**config.mk**
```make
export PLATFORM = sky130hd
export DESIGN_NAME = sf_defect_monitor
export DESIGN_NICKNAME = d
export VERILOG_FILES = /design/src/rtl/sfm_pkg.sv /design/src/rtl/sfm_cfg_regs.sv /design/src/rtl/sfm_window_timer.sv /design/src/rtl/sfm_err_accum.sv /design/src/rtl/sf_defect_monitor.sv
export SDC_FILE = /design/constraint.sdc
export NUM_CORES = 1
export LEC_CHECK = 0
export BUFFER_PORTS_ARGS = -buffer_cell sky130_fd_sc_hd__buf_2
export CORE_ASPECT_RATIO = 1.25
export CORE_MARGIN = 2
export CORE_UTILIZATION = 35
export DETAILED_ROUTE_END_ITERATION = 16
export GPL_ROUTABILITY_DRIVEN = 0
export PLACE_DENSITY = 0.57
export SYNTH_ARGS = -nofsm -noshare
export SYNTH_HDL_FRONTEND = slang
export SYNTH_SLANG_ARGS = --single-unit
```
**constraint.sdc**
```tcl
create_clock -name clk -period 9.8 [get_ports clk]
set_clock_uncertainty 0.1 [all_clocks]
set_input_delay 1.47 -clock clk [delete_from_list [all_inputs] [get_ports clk]]
set_output_delay 1.47 -clock clk [all_outputs]
set_load 0.01 [all_outputs]
```
**src/rtl/sfm_pkg.sv**
```systemverilog
package sfm_pkg;

  localparam int TOT_W = 16;

  // Saturating addition of a window total and a new error count.
  function automatic logic [TOT_W-1:0] sat_add(input logic [TOT_W-1:0] acc,
                                                input logic [TOT_W-1:0] inc);
    logic [TOT_W:0] wide;
    wide = {1'b0, acc} + {1'b0, inc};
    return wide[TOT_W] ? {TOT_W{1'b1}} : wide[TOT_W-1:0];
  endfunction

  // Hysteresis decision taken when a window closes.
  function automatic logic next_flag(input logic             cur,
                                     input logic [TOT_W-1:0] total,
                                     input logic [TOT_W-1:0] set_lim,
                                     input logic [TOT_W-1:0] clr_lim);
    if (!cur) return total > set_lim;
    return !(total <= clr_lim);
  endfunction

endpackage

```
**src/rtl/sfm_cfg_regs.sv**
```systemverilog
module sfm_cfg_regs #(
  parameter int WIN_W = 24,
  parameter int THR_W = 16,
  parameter int SEL_W = 3
) (
  input  logic             clk,
  input  logic             rst_n,
  input  logic             cfg_wr,
  input  logic [SEL_W-1:0] cfg_sel,
  input  logic [7:0]       cfg_wdata,
  output logic [WIN_W-1:0] win_len,
  output logic [THR_W-1:0] set_lim,
  output logic [THR_W-1:0] clr_lim,
  output logic             restart
);
  localparam int WIN_B   = (WIN_W + 7) / 8;
  localparam int THR_B   = (THR_W + 7) / 8;
  localparam int SET_BASE = WIN_B;
  localparam int CLR_BASE = WIN_B + THR_B;

  logic [WIN_B*8-1:0] win_q;
  logic [THR_B*8-1:0] set_q;
  logic [THR_B*8-1:0] clr_q;

  for (genvar b = 0; b < WIN_B; b++) begin : g_win
    always_ff @(posedge clk) begin
      if (!rst_n) win_q[b*8 +: 8] <= 8'h00;
      else if (cfg_wr && cfg_sel == SEL_W'(b)) win_q[b*8 +: 8] <= cfg_wdata;
    end
  end

  for (genvar b = 0; b < THR_B; b++) begin : g_thr
    always_ff @(posedge clk) begin
      if (!rst_n) begin
        set_q[b*8 +: 8] <= 8'hFF;
        clr_q[b*8 +: 8] <= 8'hFF;
      end else if (cfg_wr) begin
        if (cfg_sel == SEL_W'(SET_BASE + b)) set_q[b*8 +: 8] <= cfg_wdata;
        if (cfg_sel == SEL_W'(CLR_BASE + b)) clr_q[b*8 +: 8] <= cfg_wdata;
      end
    end
  end

  assign win_len = win_q[WIN_W-1:0];
  assign set_lim = set_q[THR_W-1:0];
  assign clr_lim = clr_q[THR_W-1:0];
  assign restart = cfg_wr;

  // limits come out of reset at all ones
  a_r2_reset_limits: assert property (@(posedge clk)
    !rst_n |=> (set_lim == {THR_W{1'b1}} && clr_lim == {THR_W{1'b1}}));
endmodule

```
**src/rtl/sfm_window_timer.sv**
```systemverilog
module sfm_window_timer #(
  parameter int WIN_W = 24
) (
  input  logic             clk,
  input  logic             rst_n,
  input  logic             enabled,
  input  logic             restart,
  input  logic             ms_tick,
  input  logic [WIN_W-1:0] win_len,
  output logic             win_end
);
  logic [WIN_W-1:0] cnt_q;
  logic             last_tick;

  assign last_tick = (cnt_q == win_len - WIN_W'(1));
  assign win_end   = enabled && ms_tick && !restart && last_tick;

  always_ff @(posedge clk) begin
    if (!rst_n)                   cnt_q <= '0;
    else if (restart || !enabled) cnt_q <= '0;
    else if (ms_tick)             cnt_q <= win_end ? '0 : cnt_q + WIN_W'(1);
  end

  // the tick count never reaches the window length
  a_r1_cnt_in_window: assert property (@(posedge clk) disable iff (!rst_n)
    enabled |-> cnt_q < win_len);
  // a write always leaves the window at its start
  a_r8_restart_clears: assert property (@(posedge clk) disable iff (!rst_n)
    restart |=> cnt_q == '0);
endmodule

```
**src/rtl/sfm_err_accum.sv**
```systemverilog
module sfm_err_accum #(
  parameter int ERR_W = 8
) (
  input  logic                     clk,
  input  logic                     rst_n,
  input  logic                     enabled,
  input  logic                     restart,
  input  logic                     win_end,
  input  logic                     err_vld,
  input  logic [ERR_W-1:0]         err_cnt,
  output logic [sfm_pkg::TOT_W-1:0] total
);
  import sfm_pkg::*;

  logic [TOT_W-1:0] acc_q;
  logic [TOT_W-1:0] inc;
  logic             take;

  assign take  = err_vld && !restart && enabled;
  assign inc   = take ? TOT_W'(err_cnt) : '0;
  assign total = sat_add(acc_q, inc);

  always_ff @(posedge clk) begin
    if (!rst_n)                              acc_q <= '0;
    else if (restart || !enabled || win_end) acc_q <= '0;
    else if (take)                           acc_q <= total;
  end

  // inside a window the running sum never decreases (no wrap)
  a_r3_no_wrap: assert property (@(posedge clk) disable iff (!rst_n)
    (!restart && enabled && !win_end) |=> acc_q >= $past(acc_q));
  // the sum starts from zero after a window closes
  a_r6_sum_restarts: assert property (@(posedge clk) disable iff (!rst_n)
    win_end |=> acc_q == '0);
endmodule

```
**src/rtl/sf_defect_monitor.sv**
```systemverilog
module sf_defect_monitor #(
  parameter int ERR_W = 8,
  parameter int WIN_W = 24,
  parameter int SEL_W = 3
) (
  input  logic             clk,
  input  logic             rst_n,
  input  logic             ms_tick,
  input  logic             err_vld,
  input  logic [ERR_W-1:0] err_cnt,
  input  logic             cfg_wr,
  input  logic [SEL_W-1:0] cfg_sel,
  input  logic [7:0]       cfg_wdata,
  output logic             sf_active,
  output logic             sf_change
);
  import sfm_pkg::*;

  logic [WIN_W-1:0] win_len;
  logic [TOT_W-1:0] set_lim;
  logic [TOT_W-1:0] clr_lim;
  logic [TOT_W-1:0] total;
  logic             restart;
  logic             enabled;
  logic             win_end;
  logic             flag_next;
  logic             sf_q;
  logic             chg_q;

  sfm_cfg_regs #(.WIN_W(WIN_W), .THR_W(TOT_W), .SEL_W(SEL_W)) cfg_i (
    .clk(clk), .rst_n(rst_n), .cfg_wr(cfg_wr), .cfg_sel(cfg_sel),
    .cfg_wdata(cfg_wdata), .win_len(win_len), .set_lim(set_lim),
    .clr_lim(clr_lim), .restart(restart));

  assign enabled = (win_len != '0);

  sfm_window_timer #(.WIN_W(WIN_W)) timer_i (
    .clk(clk), .rst_n(rst_n), .enabled(enabled), .restart(restart),
    .ms_tick(ms_tick), .win_len(win_len), .win_end(win_end));

  sfm_err_accum #(.ERR_W(ERR_W)) accum_i (
    .clk(clk), .rst_n(rst_n), .enabled(enabled), .restart(restart),
    .win_end(win_end), .err_vld(err_vld), .err_cnt(err_cnt), .total(total));

  assign flag_next = next_flag(sf_q, total, set_lim, clr_lim);

  always_ff @(posedge clk) begin
    if (!rst_n) begin
      sf_q  <= 1'b0;
      chg_q <= 1'b0;
    end else if (!enabled) begin
      sf_q  <= 1'b0;
      chg_q <= sf_q;
    end else if (win_end) begin
      sf_q  <= flag_next;
      chg_q <= flag_next != sf_q;
    end else begin
      chg_q <= 1'b0;
    end
  end

  assign sf_active = sf_q;
  assign sf_change = chg_q;

  // pulse marks exactly the cycles where the flag differs from before
  a_r9_change_pulse: assert property (@(posedge clk) disable iff (!rst_n)
    sf_change == (sf_active != $past(sf_active)));
  // the flag rises only after a window close
  a_r6_rise_at_end: assert property (@(posedge clk) disable iff (!rst_n)
    $rose(sf_active) |-> $past(win_end));
  // a zero window holds the flag low
  a_r7_disabled_low: assert property (@(posedge clk) disable iff (!rst_n)
    !enabled |=> !sf_active);
  // a raise needs a total above the set limit
  a_r4_strict_set: assert property (@(posedge clk) disable iff (!rst_n)
    (win_end && !sf_q && total <= set_lim) |=> !sf_active);
endmodule

```
==> impl_metrics.env, run 1 <==
export IMPL_critPathArrivalTime_ns=6.83
export IMPL_synth_edf_count=0
export IMPL_cts_tree="yes"
export IMPL_timing_fmax_ghz=0.1498
export IMPL_ys_seq_area_share_pct=32.62
export IMPL_combPwrFrac_pct=11.2
export IMPL_ir_drop_mv=0.08164
export IMPL_postSynthCellCount=769
export IMPL_synthArstFlopShare_pct=0
export IMPL_antenna_cells=0
export IMPL_avgSynthCellArea_um2=7.821
export IMPL_hold_violations=0
export IMPL_ys_seq_elements=98
export IMPL_tns_ns=0
export IMPL_maxCapViolCount=0
export IMPL_criticalPathCategory="reg2reg"
export IMPL_rsz0062_at_grt="false"
export IMPL_nets=842
export IMPL_first_global_vias=5101
export IMPL_synthDistinctLibCells=66
export IMPL_hp_class="reg2reg"
export IMPL_drt_iter0_drc=260
export IMPL_drv_slew=0
export IMPL_tightest_slew_ns=0.9690
export IMPL_crit_path_cell_trace="or4_1 > or4_1 > nor4_1 > nand2_1 > and3b_1 > buf_4 > and2_1 > ha_1 > fa_1 > a211o_1 > a21oi_1 > a21oi_1 > nand2_1 > o21ai_0 > ha_1 > nand3_1 > nor2_1 > o31a_1 > a2111oi_0 > o22ai_1 > a21oi_1 > or4b_1 > o21ai_1"
export IMPL_numPlacedInstances=986
export IMPL_die_width_um=121.3
export IMPL_yosys_warnings=0
export IMPL_grt_pass1_wl_mm=25.12
export IMPL_io_pins=26
export IMPL_relSlewSlack_pct=35.16
export IMPL_fin_util_pct=39.35
export IMPL_rows=53
export IMPL_final_cells=1002
export IMPL_ctsResizeCount=0
export IMPL_drcViolationCount=0
export IMPL_grt_overflow=0
export IMPL_root_buffer="clkbuf_16"
export IMPL_status="completed"
export IMPL_syn_area_um2=6015
export IMPL_fin_crit_sh_pct=68.10
export IMPL_viasPerCell=5.149
export IMPL_ant_nets=0
export IMPL_die_h_um=150.6
export IMPL_initial_utilization_pct=35.71
export IMPL_p_leak_nw=2.816
export IMPL_synth_top_area_share_pct=32.62
export IMPL_gr_usage_all_layers_pct=17.42
export IMPL_pwr_share_seq_pct=45.6
export IMPL_synth_nets=834
export IMPL_hold_buffers=0
export IMPL_whs_ns=0.3652
export IMPL_dp_hpwl_mm=11.36
export IMPL_layout_drive_gt1_share_pct=8.184
export IMPL_n_fill_cell=1791
export IMPL_post_cts_buffers=0
export IMPL_antenna_found_initial=0
export IMPL_totalPowerFinal_uw=900.6
export IMPL_routed_wl_mm=14.99
export IMPL_clockBufferDepth=2
export IMPL_path_clk_slew_ns=0.07
export IMPL_p_per_area_nw_per_um2=135.9
export IMPL_cp_data_required_time_ns=9.95
export IMPL_post_drt_wl_per_cell_um=14.96
export IMPL_coreArea_um2=16840
export IMPL_portBuffers=25
export IMPL_intPower_uw=672.8
export IMPL_synthTopCellsByArea="dfxtp_1 33%, ha_1 8.3%, nand2_1 7.8%"
export IMPL_min_period_ns=6.674
export IMPL_endpoint_kind="flop"
export IMPL_crit_top_cell="a21oi_1"
export IMPL_p_sw_uw=227.8
export IMPL_die_area_um2=18260
export IMPL_synthToLayoutAreaGrowth_pct=10.19
export IMPL_num_vias=5159
export IMPL_crit_fanout=25
export IMPL_grt_max_degree=60
export IMPL_crit_path_max_incr_delay_ns=0.55
export IMPL_yosysTopAreaCell="dfxtp_1"
export IMPL_clk_latency_ns=0.36
export IMPL_clkSinkCount=98
export IMPL_setup_violations=0
export IMPL_h_tree_depth=3
export IMPL_worstSetupStartpointType="flop"
export IMPL_p_sw_share_pct=25.29
export IMPL_dr_pass1_iters=4
export IMPL_p_clk_share_pct=43.2
export IMPL_synth_flop_cell="dfxtp_1"
export IMPL_cp_slowest_cell="or4_1"
export IMPL_cts_buffers=9
==> power groups by stage <==
stage | sequential (mW) | combinational [mW] | clock (mW)
after global routing | 0.411 | 0.114 | 0.409
after CTS | 0.410 | 0.102 | 0.399
after detailed placement | 0.420 | 0.102 | 0
final | 0.411 | 0.101 | 0.389
after floorplan | 0.418 | 0.0711 | 0
after global placement | 0.420 | 0.102 | 0
==> kinds of logic after synthesis <==
logic type	after synthesis	share of synthesized area, %
AO/OA/AOI/OAI	163	18.54
buffers and inverters	74	4.847
multiplexers	7	1.269
AND/OR/NAND/NOR	334	26.50
flip-flops	98	32.62
adder cells (fa/ha/maj)	41	8.654
XOR/XNOR	52	7.572
==> cell type report <==
type / count / area [um^2] / area share (%)
clock buffers: 11 / 242.7 / 3.662
clock inverters: 5 / 77.57 / 1.170
flip-flops and latches: 98 / 1962 / 29.60
repair buffers: 28 / 147.6 / 2.228
inverters: 43 / 161.4 / 2.435
well taps: 220 / 275.3 / 4.153
multi-input cells: 597 / 3761 / 56.75
==> cell usage in the layout, fill, tap and decap left out, drive strengths merged, types with 7 or more instances in the layout <==
cell and n:
a21boi 25, a21oi 36, a31oi 7, and2 11, and3 11, buf 28, clkbuf 11, dfxtp 98
ha 40, inv 43, nand2 125, nand2b 10, nand3 23, nand4 10, nor2 76, nor3 23
nor4 9, o211ai 35, o21ai 17, or2 7, xnor2 26, xor2 26
==> critical path: cells and delay by family (launching register included) <==
| kind | cells | cell delay, ns |
|---|---|---|
| AO/OA/AOI/OAI | 9 | 2.03 |
| flip-flops | 1 | 0.37 |
| adder cells (fa/ha/maj) | 3 | 0.98 |
| AND/OR/NAND/NOR | 10 | 2.87 |
| buffers and inverters | 1 | 0.21 |
==> Yosys cell counts (6+ instances only) <==
library cell / instances
nand2b_1: 10
nand3_1: 23
o21ai_0: 15
and2_1: 11
or2_2: 6
xor2_1: 26
a21boi_0: 25
nand4_1: 10
nor2_1: 76
clkbuf_1: 26
xnor2_1: 26
dfxtp_1: 98
o211ai_1: 35
a31oi_1: 7
nor4_1: 7
nand2_1: 125
a21oi_1: 35
nor3_1: 23
ha_1: 40
and3_1: 11
inv_1: 43
==> worst paths after layout <==
kind / startpoint / cells past startpoint / slack [ns] / to
max: cfg_i.win_len[13] / 23 / 3.13 / sf_change
min: accum_i.acc_q[4] / 2 / 0.37 / accum_i.acc_q[4]
max reg2reg: cfg_i.win_len[13] / 23 / 3.13 / sf_change
min reg2reg: accum_i.acc_q[4] / 2 / 0.37 / accum_i.acc_q[4]
==> sequential cells by signal (all words and copies together) (netlist names) <==
name	cells
sf_change	1
accum_i.acc_q	16
cfg_i.win_len	24
timer_i.cnt_q	24
sf_active	1
cfg_i.clr_lim	16
cfg_i.set_lim	16
==> layer usage <==
metal | share of wire (%) | up-vias | GRT usage [%]
li1 | - | 2705 | -
met1 | 45 | 2355 | 20.42
met2 | 49 | 65 | 30.84
met3 | 2.2 | 34 | 2.348
met4 | 4.0 | 0 | 8.908
met5 | 0 | - | 0
==> per-stage QoR <==
step,setup WS [ns],instance area (um^2)
after detailed placement,3.108,6307
after CTS,3.085,6628
final,3.126,6628
after global routing,2.392,6628
after global placement,3.260,6307
after floorplan,3.811,6015
No activity file was read; power rests on OpenSTA's default activity.
==> run 2: changes to the inputs <==
==> constraint.sdc (replaced) <==
create_clock -name clk -period 6.5 [get_ports clk]
set_clock_uncertainty 0.1 [all_clocks]
set_input_delay 0.975 -clock clk [delete_from_list [all_inputs] [get_ports clk]]
set_output_delay 0.975 -clock clk [all_outputs]
set_load 0.01 [all_outputs]
==> run 2 against run 1 <==
Effect of this change:
- final cell count rose by 0.40%
- global-route usage down 0.35 points
- clock-buffer cell count grew 1
- combinational power increased by 55%
- die area is the same
- highest routed layer unchanged
==> impl_metrics.env, run 2 (synthesis results as in run 1) <==
export IMPL_status="completed"
export IMPL_num_vias=5170
export IMPL_holdPathEnd="accum_i.acc_q[4]"
export IMPL_drv_slew=0
export IMPL_die_area_um2=18260
export IMPL_setup_violations=0
export IMPL_ctsResizeCount=0
export IMPL_post_drt_wl_per_cell_um=14.84
export IMPL_hold_buffers=0
export IMPL_grt_pass1_wl_mm=24.61
export IMPL_die_h_um=150.6
export IMPL_hp_class="reg2reg"
export IMPL_grt_use_met3_pct=4.091
export IMPL_rr_endpoint="sf_change"
export IMPL_drcViolationCount=0
export IMPL_ir_drop_mv=0.1196
export IMPL_p_per_area_nw_per_um2=198.4
export IMPL_p_leak_nw=2.819
export IMPL_timing_fmax_ghz=0.1636
export IMPL_viasPerCell=5.139
export IMPL_pwr_share_seq_pct=46.9
export IMPL_layout_common_cells="124 x nand2_1, 98 x dfxtp_1, 76 x nor2_1, 43 x inv_1, 40 x ha_1"
export IMPL_nets=846
export IMPL_die_width_um=121.3
export IMPL_hp_start="accum_i.acc_q[4]"
export IMPL_initial_utilization_pct=35.71
export IMPL_r2r_start="cfg_i.win_len[13]"
export IMPL_global_route_usage_met1_pct=20.67
export IMPL_clockBufferDepth=2
export IMPL_cp_data_required_time_ns=6.69
export IMPL_rrSetupSlack_ns=0.39
export IMPL_coreArea_um2=16840
export IMPL_p_sw_uw=348.7
export IMPL_final_common_cell="nand2_1"
export IMPL_critPathArrivalTime_ns=6.30
export IMPL_antenna_found_initial=0
export IMPL_rr_worst_depth=23
export IMPL_fin_ws_ns=0.3876
export IMPL_crit_fanout=15
export IMPL_design_area_um2=6651
export IMPL_fin_crit_sh_pct=94.04
export IMPL_gr_usage_all_layers_pct=17.07
export IMPL_post_cts_buffers=0
export IMPL_portBuffers=25
export IMPL_dp_slack_ns=0.1738
export IMPL_drt_iter0_drc=238
export IMPL_relSlewSlack_pct=32.14
export IMPL_path_clk_slew_ns=0.07
export IMPL_first_global_vias=4878
export IMPL_clk_latency_ns=0.36
export IMPL_criticalPathCategory="reg2reg"
export IMPL_fin_util_pct=39.49
export IMPL_min_period_ns=6.112
export IMPL_dp_hpwl_mm=11.23
export IMPL_endpoint_kind="flop"
export IMPL_grt_max_degree=60
export IMPL_hold_path_cell_count=2
export IMPL_grt_busiest_layer="met2"
export IMPL_synthToLayoutAreaGrowth_pct=10.59
export IMPL_whs_ns=0.3617
export IMPL_placed_cell_area_um2=6337
export IMPL_tightest_slew_ns=1.014
export IMPL_layout_drive_gt1_share_pct=9.160
export IMPL_cts_tree="yes"
export IMPL_grt_overflow=0
export IMPL_ant_nets=0
export IMPL_hold_violations=0
export IMPL_use_met2_pct=29.75
export IMPL_io_pins=26
export IMPL_intPower_uw=970.9
export IMPL_cts_buffers=9
export IMPL_p_clk_share_pct=41.2
export IMPL_tns_ns=0
export IMPL_clkSinkCount=98
export IMPL_h_tree_depth=3
export IMPL_root_buffer="clkbuf_16"
export IMPL_rows=53
export IMPL_combPwrFrac_pct=11.9
export IMPL_rsz0062_at_grt="false"
export IMPL_routed_wl_mm=14.93
export IMPL_antenna_cells=0
export IMPL_dr_pass1_iters=7
export IMPL_worstSetupStartpointType="flop"
export IMPL_maxCapViolCount=0
export IMPL_p_sw_share_pct=26.43
## run 2: worst max path at each step
stage                      start         to  cells after the start
6_report       cfg_i.win_len[13]  sf_change                     23
3_3_place_gp   cfg_i.win_len[13]  sf_change                     23
4_1_cts        cfg_i.win_len[13]  sf_change                     22
5_1_grt        cfg_i.win_len[13]  sf_change                     23
2_1_floorplan  cfg_i.win_len[13]  sf_change                     26
3_5_place_dp   cfg_i.win_len[13]  sf_change                     23
## run 2: worst max-delay path, cell delays in order, from the launching register on
cell and delay, ns:
dfxtp_1 0.37, or4_1 0.56, or4_4 0.48, nor4_2 0.32, nand2_1 0.21, and3b_1 0.26, buf_4 0.19, and2_1 0.20
ha_1 0.28, a21o_1 0.17, a21oi_2 0.19, o21ai_0 0.10, o211a_1 0.16, o31a_1 0.41, nand3_1 0.14, mux2_2 0.36
ha_1 0.31, nand4_1 0.16, nor4_2 0.34, nand2_1 0.11, a21o_1 0.16, a21oi_1 0.20, a21boi_0 0.12, o21ai_1 0.16
## run 2: final cells by class
class                           count  area (um^2)
Fill cell                        1739        10190
Multi-Input combinational cell    597         3787
Sequential cell                    98         1962
Tap cell                          220        275.3
Clock buffer                       12        236.5
Timing Repair Buffer               32        177.7
Inverter                           43        161.4
Clock inverter                      4        51.30
## run 2: through the flow
step / total power, mW / cells
2_1_floorplan: 0.7377 / 769
3_3_place_gp: 0.7885 / 990
3_5_place_dp: 0.7885 / 990
4_1_cts: 1.330 / 1006
5_1_grt: 1.376 / 1006
6_report: 1.320 / 1006
## run 2: per-layer routing
layer | share of wire (%) | up-vias
li1 | - | 2720
met3 | 2.7 | 12
met5 | 0 | -
met1 | 45 | 2374
met4 | 1.5 | 0
met2 | 51 | 64
## run 2: power by group through the flow
| stage | clock network, mW | logic [mW] | registers (mW) |
|---|---|---|---|
| 6_report | 0.544 | 0.157 | 0.619 |
| 4_1_cts | 0.555 | 0.157 | 0.619 |
| 5_1_grt | 0.581 | 0.175 | 0.620 |
| 3_3_place_gp | 0 | 0.156 | 0.633 |
| 2_1_floorplan | 0 | 0.107 | 0.631 |
| 3_5_place_dp | 0 | 0.156 | 0.633 |
